`src/rtl/i2c_mon_pkg.sv`:
```
package i2c_mon_pkg;
  localparam int unsigned NUM_EVT = 2;
  localparam int unsigned EVT_START = 0;
  localparam int unsigned EVT_STOP  = 1;

  typedef enum logic [1:0] {
    ADDR_RAW  = 2'd0,
    ADDR_MSK  = 2'd1,
    ADDR_CLR  = 2'd2,
    ADDR_MASK = 2'd3
  } reg_addr_e;
endpackage

```
`src/rtl/i2c_line_filter.sv`:
```
module i2c_line_filter #(
  parameter int unsigned SYNC_STAGES = 2,
  parameter int unsigned FILT_LEN    = 4
) (
  input  logic clk_i,
  input  logic rst_ni,
  input  logic line_i,
  output logic line_o
);
  localparam int unsigned CW = (FILT_LEN > 1) ? $clog2(FILT_LEN) : 1;
  localparam logic [CW-1:0] CNT_MAX = CW'(FILT_LEN - 1);

  logic [SYNC_STAGES-1:0] sync_q;
  logic                   sync_w;
  logic                   filt_q;
  logic [CW-1:0]          cnt_q;

  always_ff @(posedge clk_i or negedge rst_ni) begin
    if (!rst_ni) sync_q <= '1;
    else         sync_q <= {sync_q[SYNC_STAGES-2:0], line_i};
  end
  assign sync_w = sync_q[SYNC_STAGES-1];

  always_ff @(posedge clk_i or negedge rst_ni) begin
    if (!rst_ni) begin
      filt_q <= 1'b1;
      cnt_q  <= '0;
    end else if (sync_w == filt_q) begin
      cnt_q <= '0;
    end else if (cnt_q == CNT_MAX) begin
      filt_q <= sync_w;
      cnt_q  <= '0;
    end else begin
      cnt_q <= cnt_q + 1'b1;
    end
  end

  assign line_o = filt_q;


  filt_follows_sync_chk: assert property (@(posedge clk_i) disable iff (!rst_ni)
    !$stable(filt_q) |-> ($past(sync_w) == filt_q));
endmodule

```
`src/rtl/i2c_cond_detect.sv`:
```
module i2c_cond_detect (
  input  logic clk_i,
  input  logic rst_ni,
  input  logic scl_i,
  input  logic sda_i,
  output logic start_o,
  output logic stop_o,
  output logic busy_o
);
  logic scl_q, sda_q, busy_q;

  always_ff @(posedge clk_i or negedge rst_ni) begin
    if (!rst_ni) begin
      scl_q <= 1'b1;
      sda_q <= 1'b1;
    end else begin
      scl_q <= scl_i;
      sda_q <= sda_i;
    end
  end

  // SCL must be high on both sides of the SDA edge
  assign start_o = scl_q & scl_i &  sda_q & ~sda_i;
  assign stop_o  = scl_q & scl_i & ~sda_q &  sda_i;

  always_ff @(posedge clk_i or negedge rst_ni) begin
    if (!rst_ni)      busy_q <= 1'b0;
    else if (start_o) busy_q <= 1'b1;
    else if (stop_o)  busy_q <= 1'b0;
  end
  assign busy_o = busy_q;


  start_sets_busy_chk: assert property (@(posedge clk_i) disable iff (!rst_ni)
    start_o |=> busy_q);

  stop_clears_busy_chk: assert property (@(posedge clk_i) disable iff (!rst_ni)
    stop_o |=> !busy_q);

  data_change_quiet_chk: assert property (@(posedge clk_i) disable iff (!rst_ni)
    (!scl_i && (sda_i != sda_q)) |-> (!start_o && !stop_o));

  busy_hold_chk: assert property (@(posedge clk_i) disable iff (!rst_ni)
    (!start_o && !stop_o) |=> $stable(busy_q));
endmodule

```
`src/rtl/i2c_status_regs.sv`:
```
module i2c_status_regs
  import i2c_mon_pkg::*;
#(
  parameter int unsigned DW = 8
) (
  input  logic               clk_i,
  input  logic               rst_ni,
  input  logic [NUM_EVT-1:0] evt_i,
  input  logic               busy_i,
  input  logic [1:0]         reg_addr_i,
  input  logic               reg_we_i,
  input  logic [DW-1:0]      reg_wdata_i,
  output logic [DW-1:0]      reg_rdata_o,
  output logic               irq_o
);
  logic [NUM_EVT-1:0] raw_q, mask_q, clr_w, msk_w;

  assign clr_w = (reg_we_i && reg_addr_i == ADDR_CLR) ? reg_wdata_i[NUM_EVT-1:0] : '0;

  // new event wins over a clear in the same cycle
  always_ff @(posedge clk_i or negedge rst_ni) begin
    if (!rst_ni) raw_q <= '0;
    else         raw_q <= (raw_q & ~clr_w) | evt_i;
  end

  always_ff @(posedge clk_i or negedge rst_ni) begin
    if (!rst_ni)                                   mask_q <= '0;
    else if (reg_we_i && reg_addr_i == ADDR_MASK)  mask_q <= reg_wdata_i[NUM_EVT-1:0];
  end

  assign msk_w = raw_q & mask_q;
  assign irq_o = |msk_w;

  always_comb begin
    reg_rdata_o = '0;
    unique case (reg_addr_e'(reg_addr_i))
      ADDR_RAW:  reg_rdata_o[NUM_EVT:0]   = {busy_i, raw_q};
      ADDR_MSK:  reg_rdata_o[NUM_EVT-1:0] = msk_w;
      ADDR_MASK: reg_rdata_o[NUM_EVT-1:0] = mask_q;
      default:   reg_rdata_o = '0;
    endcase
  end

  for (genvar g = 0; g < NUM_EVT; g++) begin : g_evt

    evt_sets_raw_chk: assert property (@(posedge clk_i) disable iff (!rst_ni)
      evt_i[g] |=> raw_q[g]);

    raw_sticky_chk: assert property (@(posedge clk_i) disable iff (!rst_ni)
      (raw_q[g] && !clr_w[g]) |=> raw_q[g]);
  end


  no_mask_no_irq_chk: assert property (@(posedge clk_i) disable iff (!rst_ni)
    (mask_q == '0) |-> !irq_o);
endmodule

```
`src/rtl/i2c_cond_mon.sv`:
```
module i2c_cond_mon
  import i2c_mon_pkg::*;
#(
  parameter int unsigned FILT_LEN    = 4,
  parameter int unsigned SYNC_STAGES = 2,
  parameter int unsigned DW          = 8
) (
  input  logic          clk_i,
  input  logic          rst_ni,
  input  logic          scl_i,
  input  logic          sda_i,
  input  logic [1:0]    reg_addr_i,
  input  logic          reg_we_i,
  input  logic [DW-1:0] reg_wdata_i,
  output logic [DW-1:0] reg_rdata_o,
  output logic          busy_o,
  output logic          irq_o
);
  logic [1:0]         line_raw, line_flt;
  logic [NUM_EVT-1:0] evt;

  assign line_raw = {scl_i, sda_i};

  for (genvar g = 0; g < 2; g++) begin : g_line
    i2c_line_filter #(
      .SYNC_STAGES(SYNC_STAGES),
      .FILT_LEN   (FILT_LEN)
    ) i_filt (
      .clk_i (clk_i),
      .rst_ni(rst_ni),
      .line_i(line_raw[g]),
      .line_o(line_flt[g])
    );
  end

  i2c_cond_detect i_det (
    .clk_i  (clk_i),
    .rst_ni (rst_ni),
    .scl_i  (line_flt[1]),
    .sda_i  (line_flt[0]),
    .start_o(evt[EVT_START]),
    .stop_o (evt[EVT_STOP]),
    .busy_o (busy_o)
  );

  i2c_status_regs #(.DW(DW)) i_regs (
    .clk_i      (clk_i),
    .rst_ni     (rst_ni),
    .evt_i      (evt),
    .busy_i     (busy_o),
    .reg_addr_i (reg_addr_i),
    .reg_we_i   (reg_we_i),
    .reg_wdata_i(reg_wdata_i),
    .reg_rdata_o(reg_rdata_o),
    .irq_o      (irq_o)
  );


  reset_idle_chk: assert property (@(posedge clk_i) disable iff (!rst_ni)
    $rose(rst_ni) |-> (!busy_o && !irq_o));
endmodule

```
`config.mk`:
```
export PLATFORM = sky130hd
export DESIGN_NAME = i2c_cond_mon
export DESIGN_NICKNAME = d
export VERILOG_FILES = /design/src/rtl/i2c_mon_pkg.sv /design/src/rtl/i2c_line_filter.sv /design/src/rtl/i2c_cond_detect.sv /design/src/rtl/i2c_status_regs.sv /design/src/rtl/i2c_cond_mon.sv
export SDC_FILE = /design/constraint.sdc
export NUM_CORES = 1
export LEC_CHECK = 0
export ABC_AREA = 1
export BUFFER_PORTS_ARGS = -buffer_cell sky130_fd_sc_hd__clkbuf_2
export CORE_ASPECT_RATIO = 1.2
export CORE_MARGIN = 4
export CORE_UTILIZATION = 42
export CTS_BUF_LIST = sky130_fd_sc_hd__clkbuf_8
export DETAILED_ROUTE_END_ITERATION = 6
export GPL_TIMING_DRIVEN = 0
export PLACE_DENSITY = 0.69
export SKIP_LAST_GASP = 1
export SLEW_MARGIN = 10
export SYNTH_ARGS = -nofsm -noshare
export SYNTH_HDL_FRONTEND = slang
export SYNTH_SLANG_ARGS = --single-unit
```
`constraint.sdc`:
```
create_clock -name clk_i -period 1.95 [get_ports clk_i]
set_clock_uncertainty 0.15 [all_clocks]
set_input_delay 0.39 -clock clk_i [delete_from_list [all_inputs] [get_ports clk_i]]
set_output_delay 0.39 -clock clk_i [all_outputs]
set_load 0.02 [all_outputs]
```
Yosys cells after proc, flatten, opt, wreduce, memory -nomap -nowiden
Cells that the tools add are included.
{"block": "word_totals", "reg_bits": 17, "input_bits": 15, "out_inout_bits": 10, "wordCells": 49}
{"block": "classes", "addsub": 2, "n_eq_ne": 7, "mux": 9, "bitwise": 13, "n_reduce_logical": 7}
{"cell": "$mux 2", "count": 5}
{"cell": "$eq 2x2->1 const B", "count": 4}
{"cell": "$pmux 2 s3", "count": 1}
{"cell": "$and 1x1->1", "count": 5}
{"cell": "$add 2x1->2 const B", "count": 2}
{"cell": "$and 2x2->2", "count": 2}
{"cell": "$not 1->1", "count": 4}
{"cell": "$reduce_and 2->1", "count": 2}
{"cell": "$mux 1", "count": 3}
{"cell": "$eq 1x1->1", "count": 2}
{"cell": "$eq 2x1->1 const B", "count": 1}
{"cell": "$logic_and 1x1->1", "count": 2}
{"cell": "$logic_not 2->1", "count": 1}
{"cell": "$not 2->2", "count": 1}
{"cell": "$or 2x2->2", "count": 1}
{"cell": "$reduce_bool 2->1", "count": 1}
{"cell": "$reduce_or 2->1", "count": 1}

Longest topological paths before layout
Gate-level depths: netlist of run 1.
{"block": "depth", "depth_word": 6, "depth_mapped": 4, "mapped_depth_nobuf": 4}

Cells and area by module
From an unflattened synthesis of run 1, not the netlist that was laid out.
{"block": "hier_totals", "hier_cells": 84, "hier_area_um2": 755.7}
{"mod": "i2c_line_filter", "n_inst": 2, "cells_each": 17, "area_each_um2": 186.4, "seq_area_each_um2": 128.9}
{"mod": "i2c_status_regs", "n_inst": 1, "cells_each": 37, "area_each_um2": 264.0, "seq_area_each_um2": 100.1}
{"mod": "i2c_cond_detect", "n_inst": 1, "cells_each": 13, "area_each_um2": 118.9, "seq_area_each_um2": 77.6}

Least setup slack after synthesis of run 1
No wires, ideal clock.
{"block": "synth_path", "kind": "input to output", "from": "input reg_addr_i[0]", "to": "output reg_rdata_o[1]", "arrival_time_ns": 1.002, "required_time_ns": 1.410, "slack_ns": 0.408, "cell_stages": 3, "path_buffers": 0, "cell_sequence": "inv_1 > nor2_1 > nor3_1"}
{"block": "synth_between", "elab_chain_len": 2, "elab_cells_between_ends": 4, "cone_classes": "eq/ne: 2; mux: 1; reduce/logical: 1"}
{"item": "start: declaration", "line_no": "i2c_cond_mon.sv:12", "rtl": "input logic [1:0] reg_addr_i,"}
{"item": "$eq 2x2->1 (tied with other cells)", "line_no": "i2c_status_regs.sv:36", "rtl": "unique case (reg_addr_e'(reg_addr_i))"}
{"item": "$pmux 2 s3 *", "line_no": "i2c_status_regs.sv:36"}
{"item": "end: declaration", "line_no": "i2c_cond_mon.sv:15", "rtl": "output logic [DW-1:0] reg_rdata_o,"}
Mark *: on every way between the ends. The rest lies on a longest branch, timed or not.

Final worst setup path of run 1
Ends and elaborated chain as after synthesis.

==> metrics, run 1 <==
DRC marker count from the first detailed-route iteration=0; critical path buffer and inverter count=3; clk_lat worst skew=roughly 0.25 ns; DIE WIDTH=45.75 um; WHS=~0.071 ns; CP Launch Type=input pin; Yosys cell types=16; Top Metal Used=met4; vias in the first global route=between 500 and 600; Hold Path Class=in2reg; Finished Core Util=0.5409; syn avg cell area=10.12 sq um; hpwl dp=853.1 um; Initial Util=0.4429; maximum buffer depth of the clock tree=2; critical path arrival=about 1.1 ns; Clock Pin Slew Worst Setup and Hold Paths=0.06 ns; CP dominant cell by count=clkbuf_2; I/O Buffers=13; Synth Cell Area=718.2 sq um; Tot GR Track Use=0.1113; drt first pass iters=1; CP max FO=4; Leak Pwr=between 0.4 and 0.5 nW; Register Area=435.4 sq um; CTS tree=done; Worst Hold Endpoint=g_line[0].i_filt.sync_q[0]$_DFF_PN1_; Reg2Reg Capture Point=g_line[1].i_filt.cnt_q[0]$_DFF_PN0_; R2R setup slack=0.76 ns; full die area=approximately 0.0024 sq mm; drt total wl=1100 um; Final period util=0.8150; Setup Buffers After CTS=0; WL/cell=just under 10 um; number of synthesized register bits=17; YS warnings=0; chip height=53.30 um; Max IR drop VDD=around 0.6 mV; Crit Path Category=in2out; CTS root buf=clkbuf_8; Seq/Total Area, Yosys=0.6063; hold path depth=1; via count of the routed design=~500; fmax=0.6292 GHz; most frequent cells in the layout=clkbuf_2, nand2_1, nor2_1; Critical-path top delay cell=clkbuf_2; WL met1=446 um; fraction of layout cells with a size suffix above 1=0.3548; Crit path max-delay family=buffers and inverters; Req. time, crit path=1.41 ns; first-pass GRT wire length=1890 um; gpl congestion=0.6827; hold path start=sda_i; Power Dens Cells=1252 mW/mm^2; fin. max-slew vios=0; Final min period=around 1.6 ns; antenna violations before repair=0; IO Count=25; antenna cells=0; Max Cap Viol=0; Final Hold Vio Count=0; Met2 Routed Length=554 um; Mapped Cells=71; largest net degree at the start of global routing=18; H-tree depth=1; Final setup viols=0; Area growth, synth to finish=22.13%; Vias/cell=about 4.5; # rows=16; Worst setup EP type=output port; Multi-input gate area=between 200 and 250 sq um; total core area=about 0.0016 sq mm; Final Net Count=111; Sink Count=17; Filler Cell Count=145; worst reg2reg path depth=3; crit-path cells=clkbuf_2 > inv_1 > nor2_1 > nor3_1 > clkbuf_2; Antenna Nets Post-Route=0; GR Overflow Total=0; commonest non-fill, non-tap cell in the layout=clkbuf_2; residual DRC count=0; crit-path max cell delay=about 0.2 ns; R2R Path Start=g_line[1].i_filt.cnt_q[0]$_DFF_PN0_; status=complete, no violations; RSZ-0062 raised after global routing=false; final setup TNS=0 ns; met3 wire length=86 um; Inserted Clock Buffers=3
area by class of cell:
cell class	count	area share
flip-flops and latches	17	0.4964
inverters	9	0.03852
well taps	18	0.02568
plain buffers	5	0.04280
clock inverters	1	0.005706
clock buffers	3	0.04708
repair buffers	14	0.08559
multi-input cells	44	0.2582
sequential cells by signal, summed over array words and instances (netlist names):
name / flops
g_line.i_filt.cnt_q: 4
g_line.i_filt.line_o: 2
g_line.i_filt.sync_q: 4
i_det.busy_o: 1
i_det.scl_q: 1
i_det.sda_q: 1
i_regs.mask_q: 2
i_regs.raw_q: 2
layer usage:
| layer | up-vias | GRT usage |
|---|---|---|
| met5 | - | 0 |
| met4 | 0 | 0.05687 |
| met3 | 2 | 0.04082 |
| met2 | 16 | 0.1930 |
| li1 | 257 | - |
| met1 | 226 | 0.1135 |
report_power, final:
part / leakage (nW) / switching (mW) / internal [mW]
clock: 0.0255 / 0.110 / 0.141
combinational: 0.241 / 0.158 / 0.123
sequential: 0.198 / 0.0734 / 0.492
metrics by stage:
stage	power [mW]	setup WS [ns]	cell area (sq um)	cells
3_3_place_gp	0.8473	0.3989	820.8	106
6_report	1.098	0.3608	877.1	111
2_1_floorplan	0.7688	0.4078	733.2	75
3_5_place_dp	0.8560	0.3534	820.8	106
4_1_cts	1.118	0.3402	877.1	111
5_1_grt	1.192	0.2890	877.1	111
logic make-up (layout without fill, tap and decap cells):
group	after synthesis	in the layout	share of synthesized area
simple gates	30	30	0.1899
other cells	1	5	0.005221
xor+xnor	2	2	0.02439
compound gates	5	5	0.04007
flops	17	17	0.6063
fa+ha+maj	2	2	0.03484
buf+inv	14	32	0.09931
synthesized netlist by cell type, drive strengths merged:
library cell | number | share of area
a22o | 1 | 0.012
nand3 | 1 | 0.014
nand2 | 11 | 0.057
nor3 | 2 | 0.014
or2 | 2 | 0.017
conb | 1 | 0.0052
nand4 | 4 | 0.035
buf | 5 | 0.052
nor2 | 10 | 0.052
o21ai | 4 | 0.028
dfstp | 8 | 0.29
inv | 9 | 0.047
dfrtp | 9 | 0.31
xnor2 | 2 | 0.024
ha | 2 | 0.035
worst max path at each step:
stage / from / to / slack [ns] / depth (start not counted)
2_1_floorplan: reg_addr_i[0] / reg_rdata_o[1] / 0.41 / 3
3_3_place_gp: reg_addr_i[0] / reg_rdata_o[1] / 0.40 / 5
3_5_place_dp: reg_addr_i[0] / reg_rdata_o[1] / 0.35 / 5
4_1_cts: i_regs.mask_q[1]$_DFFE_PN0P_ / reg_rdata_o[1] / 0.34 / 3
5_1_grt: i_regs.raw_q[0]$_DFF_PN0_ / reg_rdata_o[0] / 0.29 / 3
6_report: reg_addr_i[0] / reg_rdata_o[1] / 0.36 / 5
repair_timing:
item | in CTS | in global routing
gates resized for setup | 0 | 0
hold endpoints to repair | 9 | 0
hold buffers | 1 | 0
Note: power is estimated with default switching activity, not from simulation.
==> run 2: changes to the inputs <==
- PLACE_DENSITY: 0.69 -> 0.72
- clock period: 1.95 -> 1.3 ns (I/O delays scaled with it)
==> metrics, run 2 (synthesis gave the netlist of run 1 again) <==
Top Metal Used=met4; hpwl dp=918.9 um; DIE WIDTH=about 46 um; WL/cell=~11 um; residual DRC count=0; fraction of layout cells with a size suffix above 1=0.3776; gpl congestion=0.7039; GR Overflow Total=0; # rows=16; Final period util=1.116; fin. max-slew vios=0; Req. time, crit path=slightly below 0.9 ns; drt first pass iters=4; via count of the routed design=~540; I/O Buffers=13; IO Count=25; total core area=0.001622 sq mm; most frequent cells in the layout=nand2_1, buf_4, nor2_1, inv_1; Final Net Count=116; first-pass GRT wire length=2104 um; antenna violations before repair=0; Area growth, synth to finish=30.84%; CP max FO=3; Power Dens Cells=around 1900 mW/mm^2; Clock Pin Slew Worst Setup and Hold Paths=roughly 0.060 ns; full die area=0.002438 sq mm; chip height=between 50 and 60 um; largest net degree at the start of global routing=18; Sink Count=17; Leak Pwr=0.4925 nW; Tot GR Track Use=0.1265; RSZ-0062 raised after global routing=true; Largest regs=g_line.i_filt.cnt_q (4), g_line.i_filt.sync_q (4); fmax=0.6892 GHz; Antenna Nets Post-Route=0; Vias/cell=~4.6; CP Launch Type=register; antenna cells=0; clk_lat worst skew=0.24 ns; Max Cap Viol=0; Crit Path Category=reg2out; final setup TNS=-0.3994 ns; Hold Path Class=in2reg; Final setup viols=4; CTS root buf=clkbuf_8; Max IR drop VDD=about 1.2 mV; Met2 Routed Length=686 um; Final Hold Vio Count=0; Initial Util=0.4429; met3 wire length=approximately 100 um; vias in the first global route=around 520; Final min period=between 1 and 1.5 ns; failing checks=setup timing; critical path arrival=between 1 and 1.5 ns; Worst setup EP type=output port; DRC marker count from the first detailed-route iteration=5; pre-CTS setup slack=-0.04753 ns; Final WS setup=-0.1509 ns; drt total wl=1247 um; Inserted Clock Buffers=3; WL met1=434 um; maximum buffer depth of the clock tree=2; H-tree depth=1; CTS tree=done; status=finished with violations
## run 2: final timing paths
| kind | depth (start not counted) | endpoint | slack [ns] | startpoint |
|---|---|---|---|---|
| setup reg to reg | 3 | g_line[1].i_filt.cnt_q[0]$_DFF_PN0_ | 0.10 | g_line[1].i_filt.cnt_q[0]$_DFF_PN0_ |
| hold / removal | 3 | i_regs.mask_q[0]$_DFFE_PN0P_ | 0.10 | reg_wdata_i[0] |
| max in group asynchronous | 2 | i_det.sda_q$_DFF_PN1_ | 0.36 | rst_ni |
| min in group asynchronous | 2 | g_line[1].i_filt.cnt_q[1]$_DFF_PN0_ | 0.32 | rst_ni |
| setup / recovery | 3 | reg_rdata_o[0] | -0.15 | i_regs.mask_q[0]$_DFFE_PN0P_ |
| hold reg to reg | 0 | g_line[1].i_filt.sync_q[1]$_DFF_PN1_ | 0.21 | g_line[1].i_filt.sync_q[0]$_DFF_PN1_ |
## run 2: repair_timing
action,in CTS,in global routing
gates resized for setup,3,8
endpoints found under the setup margin,4,5
hold buffers,3,0
buffers inserted,2,1
pin swaps,6,2
hold endpoints to repair,11,0
## run 2: metal layers
| layer | vias to the layer above | global-route usage |
|---|---|---|
| met5 | - | 0 |
| met4 | 0 | 0.09953 |
| met3 | 4 | 0.02041 |
| met2 | 19 | 0.2163 |
| met1 | 245 | 0.1322 |
| li1 | 268 | - |
## run 2: metrics by stage
stage	area (sq um)	power, mW	cells	utilization	hold slack (ns)
floorplan	733.2	1.153	75	-	-0.1856
global placement	820.8	1.263	106	0.5062	0.05010
detailed placement	820.8	1.303	106	0.5062	0.05924
CTS	918.4	1.726	115	0.5664	0.09673
global route	939.7	1.894	116	0.5795	0.1271
finish	939.7	1.746	116	0.5795	0.1003
## run 2: area by class of cell
cell class | instances | area [sq um]
fillers | 143 | 681.9
flip-flops and latches | 17 | 435.4
multi-input cells | 44 | 234.0
repair buffers | 19 | 131.4
clock buffers | 3 | 41.29
plain buffers | 5 | 37.54
inverters | 9 | 33.78
well taps | 18 | 22.52
clock inverters | 1 | 3.754
## run 2: critical path: stages, from the launching register on
cell,delay (ns)
dfrtp_1,0.37
nor2_1,0.05
nor3_1,0.20
buf_4,0.18
## run 2: power breakdown
group | internal, mW | switching [mW] | leakage (nW)
clock network | 0.209 | 0.158 | 0.0269
logic | 0.254 | 0.266 | 0.267
registers | 0.739 | 0.121 | 0.198
